==> src/rtl/alu_cflag_pkg.sv <==
package alu_cflag_pkg;

    typedef enum logic [3:0] {
        OP_ADD   = 4'd0,
        OP_ADDX  = 4'd1,
        OP_ADDS  = 4'd2,
        OP_ADDSX = 4'd3,
        OP_SUB   = 4'd4,
        OP_SUBX  = 4'd5,
        OP_SUBS  = 4'd6,
        OP_SUBSX = 4'd7,
        OP_CMP   = 4'd8,
        OP_CMPX  = 4'd9,
        OP_CMPS  = 4'd10,
        OP_CMPSX = 4'd11,
        OP_OVADD = 4'd12,
        OP_OVSUB = 4'd13,
        OP_RSV14 = 4'd14,
        OP_RSV15 = 4'd15
    } op_e;

    // Control word driven by the decoder.
    typedef struct packed {
        logic legal;   // defined operation
        logic neg;     // subtract S instead of adding it
        logic sgn;     // sign-extend operands
        logic xtd;     // fold incoming carry, chain zero flag
        logic wr;      // write the result
        logic ovf;     // C reports signed overflow
    } ctl_t;

endpackage

==> src/rtl/alu_cflag_decode.sv <==
module alu_cflag_decode
    import alu_cflag_pkg::*;
(
    input  logic [3:0] op,
    output ctl_t       ctl
);

    always_comb begin
        ctl = '0;
        unique case (op_e'(op))
            OP_ADD, OP_ADDX, OP_ADDS, OP_ADDSX: begin
                ctl.legal = 1'b1;
                ctl.neg   = 1'b0;
                ctl.sgn   = op[1];
                ctl.xtd   = op[0];
                ctl.wr    = 1'b1;
            end
            OP_SUB, OP_SUBX, OP_SUBS, OP_SUBSX: begin
                ctl.legal = 1'b1;
                ctl.neg   = 1'b1;
                ctl.sgn   = op[1];
                ctl.xtd   = op[0];
                ctl.wr    = 1'b1;
            end
            OP_CMP, OP_CMPX, OP_CMPS, OP_CMPSX: begin
                ctl.legal = 1'b1;
                ctl.neg   = 1'b1;
                ctl.sgn   = op[1];
                ctl.xtd   = op[0];
                ctl.wr    = 1'b0;
            end
            OP_OVADD, OP_OVSUB: begin
                ctl.legal = 1'b1;
                ctl.neg   = op[0];
                ctl.sgn   = 1'b1;
                ctl.wr    = 1'b1;
                ctl.ovf   = 1'b1;
            end
            default: ctl = '0;
        endcase
    end

endmodule

==> src/rtl/alu_cflag_core.sv <==
module alu_cflag_core
    import alu_cflag_pkg::*;
#(
    parameter int W = 32
) (
    input  logic [W-1:0] d,
    input  logic [W-1:0] s,
    input  ctl_t         ctl,
    input  logic         cin,
    output logic [W:0]   ext
);

    localparam int EW = W + 1;

    logic [EW-1:0] d_ext;
    logic [EW-1:0] s_ext;
    logic [EW-1:0] s_term;
    logic          ci;

    always_comb begin
        // Both operands are widened the same way before the single add.
        d_ext  = {ctl.sgn & d[W-1], d};
        s_ext  = {ctl.sgn & s[W-1], s};
        s_term = ctl.neg ? ~s_ext : s_ext;
        if (ctl.neg) begin
            ci = ctl.xtd ? ~cin : 1'b1;
        end else begin
            ci = ctl.xtd ? cin : 1'b0;
        end
        ext = d_ext + s_term + {{W{1'b0}}, ci};
    end

endmodule

==> src/rtl/alu_cflag_flags.sv <==
module alu_cflag_flags
    import alu_cflag_pkg::*;
#(
    parameter int W = 32
) (
    input  logic [W:0]   ext,
    input  ctl_t         ctl,
    input  logic         cin,
    input  logic         zin,
    output logic [W-1:0] res,
    output logic         c,
    output logic         z,
    output logic         wr
);

    always_comb begin
        if (!ctl.legal) begin
            res = '0;
            c   = cin;
            z   = zin;
            wr  = 1'b0;
        end else begin
            res = ext[W-1:0];
            c   = ctl.ovf ? (ext[W] ^ ext[W-1]) : ext[W];
            z   = (ext[W-1:0] == '0) & (ctl.xtd ? zin : 1'b1);
            wr  = ctl.wr;
        end
    end

endmodule

==> src/rtl/alu_cflag_unit.sv <==
module alu_cflag_unit
    import alu_cflag_pkg::*;
#(
    parameter int W = 32
) (
    input  logic         clk,
    input  logic         rst,
    input  logic         in_valid,
    input  logic [3:0]   in_op,
    input  logic [W-1:0] in_d,
    input  logic [W-1:0] in_s,
    input  logic         in_c,
    input  logic         in_z,
    output logic         out_valid,
    output logic [W-1:0] out_res,
    output logic         out_wr,
    output logic         out_c,
    output logic         out_z
);

    ctl_t         ctl;
    logic [W:0]   ext;
    logic [W-1:0] nx_res;
    logic         nx_c;
    logic         nx_z;
    logic         nx_wr;

    alu_cflag_decode i_decode (
        .op  (in_op),
        .ctl (ctl)
    );

    alu_cflag_core #(.W(W)) i_core (
        .d   (in_d),
        .s   (in_s),
        .ctl (ctl),
        .cin (in_c),
        .ext (ext)
    );

    alu_cflag_flags #(.W(W)) i_flags (
        .ext (ext),
        .ctl (ctl),
        .cin (in_c),
        .zin (in_z),
        .res (nx_res),
        .c   (nx_c),
        .z   (nx_z),
        .wr  (nx_wr)
    );

    always_ff @(posedge clk) begin
        if (rst) begin
            out_valid <= 1'b0;
            out_res   <= '0;
            out_wr    <= 1'b0;
            out_c     <= 1'b0;
            out_z     <= 1'b0;
        end else begin
            out_valid <= in_valid;
            if (in_valid) begin
                out_res <= nx_res;
                out_wr  <= nx_wr;
                out_c   <= nx_c;
                out_z   <= nx_z;
            end
        end
    end

    AST_SUB_BORROW: assert property (@(posedge clk) disable iff (rst)
        (in_valid && in_op == OP_SUB) |=> (out_c == ($past(in_d) < $past(in_s))));
    AST_SUBS_SIGNED_LT: assert property (@(posedge clk) disable iff (rst)
        (in_valid && (in_op == OP_SUBS || in_op == OP_CMPS))
        |=> (out_c == ($signed($past(in_d)) < $signed($past(in_s)))));
    AST_ADD_CARRY: assert property (@(posedge clk) disable iff (rst)
        (in_valid && in_op == OP_ADD)
        |=> (out_c == (out_res < $past(in_d))));
    AST_OVADD_OVERFLOW: assert property (@(posedge clk) disable iff (rst)
        (in_valid && in_op == OP_OVADD)
        |=> (out_c == (($past(in_d[W-1]) == $past(in_s[W-1])) &&
                       (out_res[W-1] != $past(in_d[W-1])))));
    AST_XTD_ZERO_STICKY: assert property (@(posedge clk) disable iff (rst)
        (in_valid && in_op < 4'd12 && in_op[0] && !in_z) |=> !out_z);
    AST_CMP_NO_WRITE: assert property (@(posedge clk) disable iff (rst)
        (in_valid && in_op >= 4'd8 && in_op <= 4'd11) |=> !out_wr);
    AST_RSV_PASS: assert property (@(posedge clk) disable iff (rst)
        (in_valid && in_op >= 4'd14)
        |=> (!out_wr && out_c == $past(in_c) && out_z == $past(in_z)));
    AST_IDLE_HOLD: assert property (@(posedge clk) disable iff (rst)
        !in_valid |=> ($stable(out_res) && $stable(out_c) && $stable(out_z)
                       && $stable(out_wr) && !out_valid));

endmodule

==> config.mk <==
export PLATFORM = sky130hd
export DESIGN_NAME = alu_cflag_unit
export DESIGN_NICKNAME = d
export VERILOG_FILES = /design/src/rtl/alu_cflag_pkg.sv /design/src/rtl/alu_cflag_decode.sv /design/src/rtl/alu_cflag_core.sv /design/src/rtl/alu_cflag_flags.sv /design/src/rtl/alu_cflag_unit.sv
export SDC_FILE = /design/constraint.sdc
export NUM_CORES = 1
export LEC_CHECK = 0
export ABC_CLOCK_PERIOD_IN_PS = 5400
export BUFFER_PORTS_ARGS = -buffer_cell sky130_fd_sc_hd__clkbuf_2
export CAP_MARGIN = 30
export CORE_MARGIN = 2
export CORE_UTILIZATION = 53
export DETAILED_ROUTE_END_ITERATION = 10
export PLACE_DENSITY_LB_ADDON = 0.1
export SYNTH_ARGS = -nofsm -noshare
export SYNTH_HDL_FRONTEND = slang
export SYNTH_SLANG_ARGS = --single-unit
==> constraint.sdc <==
create_clock -name clk -period 5.4 [get_ports clk]
set_input_delay 0.54 -clock clk [delete_from_list [all_inputs] [get_ports clk]]
set_output_delay 0.54 -clock clk [all_outputs]
set_load 0.02 [all_outputs]
## Yosys cells after proc, flatten, opt, wreduce, memory -nomap -nowiden

Index checks and enable logic that the tools add are counted.

| storage, ports and cells | value |
|---|---|
| flip-flop bits (word level) | 36 |
| output and inout port bits | 36 |

| operators by class | value |
|---|---|
| bitwise gates (word level) | 6 |
| muxes and demuxes | 14 |
| add/sub/neg operators | 2 |
| reductions and logical operators | 7 |
| equality and inequality tests | 13 |

Operators with widths:

| operator | count |
|---|---|
| $add 33x1->33 | 1 |
| $add 33x33->33 | 1 |
| $mux 33 | 1 |
| $not 33->33 | 1 |
| $logic_not 32->1 | 1 |
| $mux 32 | 1 |
| $eq 4x4->1 const B | 6 |
| $eq 4x3->1 const B | 4 |
| $reduce_or 12->1 | 1 |
| $mux 1 | 11 |
| $reduce_or 10->1 | 1 |
| $pmux 3 s3 | 1 |
| $eq 4x2->1 const B | 2 |
| $reduce_or 8->1 | 1 |
| $eq 4x1->1 const B | 1 |
| $logic_not 4->1 | 1 |
| $reduce_or 4->1 | 1 |
| $and 1x1->1 | 3 |
| $reduce_or 2->1 | 1 |
| $not 1->1 | 1 |
| $xor 1x1->1 | 1 |

## Logic depth before layout (Yosys ltp)

| logic depth | value |
|---|---|
| word-level depth | 11 |
| depth in mapped cells | 18 |
| mapped depth without buffers | 16 |

## By module

From an unflattened synthesis, not the netlist that was laid out.

| unflattened totals | value |
|---|---|
| cell total of the unflattened synthesis | 524 |
| area total of the unflattened synthesis | 4141.5 µm² |

Modules (own cells, without submodules):

| module | instances | area an instance (µm²) | cells each |
|---|---|---|---|
| alu_cflag_core | 1 | 2439.8 | 346 |
| alu_cflag_unit | 1 | 1297.5 | 115 |
| alu_cflag_flags | 1 | 345.3 | 53 |
| alu_cflag_decode | 1 | 58.8 | 10 |

## Worst setup path after synthesis

OpenSTA, ideal clock, no wires.

| path | value |
|---|---|
| path kind | input port to flip-flop |
| start | input in_op[3] |
| end | register out_z |
| library setup time | 96 ps |
| slack | 578 ps |
| arrival time | 4726 ps |
| stages on the path | 17 |
| required time | 5304 ps |
| cell sequence | nand2_1 -> a21oi_1 -> nor2b_1 -> clkbuf_1 -> clkbuf_1 -> xor2_1 -> fa_1 -> fa_1 -> a21o_1 -> a221oi_2 -> o21ai_1 -> xor2_1 -> or4b_1 -> nor4_2 -> o211ai_1 -> or4_1 -> o41ai_2 |

| between the ends | value |
|---|---|
| word-level cells in the longest chain between the ends | 9 |
| elaborated cells between the ends (all ways) | 30 |
| those cells by class | add/sub: 2; eq/ne: 13; mux: 8; bitwise: 1; reduce/logical: 6 |

RTL lines:

| item | line | source |
|---|---|---|
| start: declaration | alu_cflag_unit.sv:9 | `input logic [3:0] in_op,` |
| $eq 4x3->1, or another cell as far along | alu_cflag_decode.sv:10 | `unique case (op_e'(op))` |
| $reduce_or 8->1 (no source line), or another cell as far along | - |  |
| $pmux 3 s3 / $mux 1 (equally long branches) | alu_cflag_decode.sv:10 |  |
| $mux 33, or another cell as far along | alu_cflag_core.sv:24 | `s_term = ctl.neg ? ~s_ext : s_ext;` |
| $add 33x33->33 / $mux 1 (equally long branches) | alu_cflag_core.sv:30, alu_cflag_core.sv:25 |  |
| $add 33x1->33 | alu_cflag_core.sv:30 | `ext = d_ext + s_term + {{W{1'b0}}, ci};` |
| $logic_not 32->1 | alu_cflag_flags.sv:25 | `z = (ext[W-1:0] == '0) & (ctl.xtd ? zin : 1'b1);` |
| $and 1x1->1 | alu_cflag_flags.sv:25 |  |
| $mux 1 * | alu_cflag_flags.sv:17 | `if (!ctl.legal) begin` |
| end signal: assignment | alu_cflag_unit.sv:65 | `out_z <= nx_z;` |
| end: declaration | alu_cflag_unit.sv:18 | `output logic out_z` |

Every way passes the cells marked *; elsewhere a longest branch is shown, timed or not.
A chain may end at the register's enable or synchronous reset.

## Worst setup path in the final report

Same ends and word-level chain as after synthesis.

==> results.md <==
- Synth warn: 0
- Fin. max-slew vios: 0
- Crit share post-route: 0.8668
- Met3 WL: 579 um
- Clk sinks: 36
- End of the worst register-to-register path: out_z
- Drt drc: 0
- Number of global-route vias before repair: 3656
- H-Tree Level Count: 2
- Dpl cell area: 4116 um2
- Total negative setup slack: 0 ns
- Max Cap Viol: 0
- CTS tree: yes
- Initial antenna violation count: 0
- RSZ-0062 raised after global routing: false
- Share of layout cells above drive strength 1: 0.2518
- Count of cell types in the netlist: 61
- FF-to-FF path depth: 8
- Leak pwr: 0.001973 uW
- Die area: 7286 um2
- Post-synthesis mux area share: 0
- Multi-input logic area: 2680 um2
- Top FF cell, synth: dfxtp_1
- Io pins: 109
- Crit Path Category: primary input to register
- Port Buffers: 108
- Via count: 3663
- CTS Buffer Depth: 2
- Final worst clock skew: 0 ns
- Status: complete, no violations
- Largest net degree at the start of global routing: 37
- Highest-delay cell along the critical path: or4_1
- Seq cells post-synth: 36
- Count of final setup violators: 0
- Final Hold Viols: 0
- Syn-to-layout area delta: 20.01%
- Global-route wire length before repair: 16750 um
- Critical R2R Launch: out_z
- Post-route cell area: 4210 um2
- Antenna viol nets, final: 0
- Final wirelength: 9994 um
- Critical Path Source Type: primary input
- Gr ovfl total: 0
- Post-CTS setup buffer count: 0
- Filler cells: 578
- Power density cells: 294.5 nW/um2
- DR WL met2: 4948 um
- Fin crit period: 4.681 ns
- Setup crit start: in_op[3]
- Main combinational cell family by area after synthesis: compound AO/OA/AOI/OAI gates
- Crit-path cells: clkbuf_2, nand2_1, a21oi_1, nor2b_4, xor2_1, fa_1, fa_1, a21o_1, a221oi_2, o21ai_1, and3_1, o21ai_0, nand3_1, a211o_1, or4_1, o41ai_2
- CTS Hold Bufs: 0
- Worst path arrival time: 4.89 ns
- Crit path max fanout: 12
- Via density: 5.899
- Router iterations before antenna repair: 4
- Maximum VDD drop: 0.1645 mV
- Mapped Area: 3508 um2
- Wire per inst: 16.09 um
- Seq/Total Area, Yosys: 0.2054
- Setup crit end: out_z
- HP Class: register to register
- Core ar.: 6386 um2
- PostCTS Resize Cnt: 0
- Worst slew pin tran: 0.7921 ns
- Total Power: 1240 uW
- Synth Area in Adders: 0.1220
- Async set-reset flop share out of synthesis: 0
- Register area: 720.7 um2
- DR iter-0 viols: 200
- R2r setup slk: 3.02 ns
- Cell mode on critical path: fa_1
- EDFF count, synth: 0
- CTS root buffer: clkbuf_8
- Mapped Cells: 443
- Antenna Cells: 0
- Fmax: 213.6 MHz
- Worst rel slew slack: 0.4719
- Die height: 85.36 um
- Wire length on met1: 4314 um
- Avg Cell Area, Syn: 7.920 um2
- Top sig layer: met4
- Mapped Nets: 549
- Crit path largest cell delay: 0.53 ns
- Clock transition at path regs: 0.08 ns
- Hold WS: 0.4688 ns
- Total CTS buffers: 5
- Simple-Gate Fraction of Synth Area: 0.1947
- CP Data Required Time: 5.61 ns
- Clk_lat worst skew: 0.29 ns
- Compound-Gate Fraction of Synth Area: 0.2853
- Core Rows: 29
- Synth Area in XOR/XNOR: 0.1598
- GP Congestion: 0.9462
- HPWL after DPL: 8024 um
- Die W: 85.36 um
- CP endpoint kind: register
- Initial core utilization: 0.5494
- Fin nets: 649
- GRT Total Usage: 0.2783
==> flip-flops by register name, indices dropped and copies added (netlist names) <==
register,cells
out_res,32
out_c,1
out_valid,1
out_wr,1
out_z,1
==> synth_stat cells, drive strengths merged, types with 2 or more instances <==
library cell | count | share of area
a211o | 4 | 0.010
a211oi | 3 | 0.0078
a21o | 12 | 0.026
a21oi | 39 | 0.057
a221oi | 3 | 0.0093
a22oi | 24 | 0.051
a31oi | 4 | 0.0089
and2 | 4 | 0.0078
and3 | 8 | 0.014
buf | 2 | 0.0029
clkbuf | 17 | 0.018
dfxtp | 36 | 0.21
fa | 2 | 0.011
ha | 31 | 0.11
inv | 11 | 0.012
nand2 | 32 | 0.034
nand3 | 16 | 0.023
nand4 | 4 | 0.0071
nor2 | 51 | 0.055
nor2b | 4 | 0.0071
nor3 | 5 | 0.0071
nor4 | 3 | 0.011
o2111ai | 2 | 0.0050
o211ai | 7 | 0.016
o21a | 3 | 0.0064
o21ai | 18 | 0.027
o21bai | 5 | 0.012
o41ai | 4 | 0.012
or2 | 2 | 0.0036
or3 | 4 | 0.0071
or4b | 2 | 0.0057
xnor2 | 21 | 0.052
xor2 | 43 | 0.11
==> metal layers <==
| layer | vias to the layer above | track usage |
|---|---|---|
| met5 | - | 0 |
| li1 | 1820 | - |
| met4 | 0 | 0.07504 |
| met3 | 16 | 0.03405 |
| met1 | 1703 | 0.3521 |
| met2 | 124 | 0.4964 |
==> layout by cell type, fill, tap and decap left out, drive strengths merged, types with 5 or more instances in the layout <==
| cell type | synthesis | layout |
|---|---|---|
| inv | 11 | 11 |
| nor2 | 51 | 51 |
| nand3 | 16 | 16 |
| nand2 | 32 | 32 |
| dfxtp | 36 | 36 |
| a21oi | 39 | 39 |
| clkbuf | 17 | 115 |
| a21o | 12 | 12 |
| o21bai | 5 | 5 |
| o21ai | 18 | 18 |
| nor3 | 5 | 5 |
| xor2 | 43 | 43 |
| a22oi | 24 | 24 |
| ha | 31 | 31 |
| xnor2 | 21 | 21 |
| and3 | 8 | 8 |
| o211ai | 7 | 7 |
==> through the flow <==
step	instances	setup slack (ns)	utilization
final	621	0.7191	0.6593
after global routing	621	0.4006	0.6593
after CTS	621	0.7491	0.6593
after detailed placement	613	0.4610	0.6446
after global placement	612	0.6274	0.6422
after floorplan	443	0.5780	-
==> power by group <==
group / leakage [uW] / switching (uW) / internal [uW]
clock: 0.0000445 / 110 / 104
combinational: 0.00163 / 423 / 279
sequential: 0.000296 / 22.4 / 302
==> worst max-delay path, delay by kind of cell <==
family	cells	cell delay, ns
simple gates	5	1.50
fa+ha+maj	2	0.86
xor+xnor	1	0.16
compound gates	7	1.70
buf+inv	1	0.13
==> worst min-delay path by stage <==
stage / start / to / slack [ns] / depth (start not counted)
after CTS: out_res[1] / out_res[1] / 0.47 / 2
after detailed placement: out_res[1] / out_res[1] / 0.46 / 2
after floorplan: out_res[28] / out_res[28] / 0.54 / 2
after global placement: out_res[0] / out_res[0] / 0.45 / 2
final: out_res[0] / out_res[0] / 0.47 / 2
after global routing: out_res[0] / out_res[0] / 0.50 / 2
==> area by class of cell <==
class | instances | area share
repair buffers | 112 | 0.1373
clock inverters | 1 | 0.001783
inverters | 11 | 0.009807
well taps | 77 | 0.02288
clock buffers | 7 | 0.02051
multi-input cells | 377 | 0.6366
flip-flops and latches | 36 | 0.1712
==> kinds of logic (layout without fill, tap and decap cells) <==
family | count (synthesis) | in the layout
flip-flops | 36 | 36
buffers and inverters | 30 | 131
AO/OA/AOI/OAI | 140 | 140
AND/OR/NAND/NOR | 140 | 140
adder cells (fa/ha/maj) | 33 | 33
XOR/XNOR | 64 | 64
No activity file was read; power rests on OpenSTA's default activity.
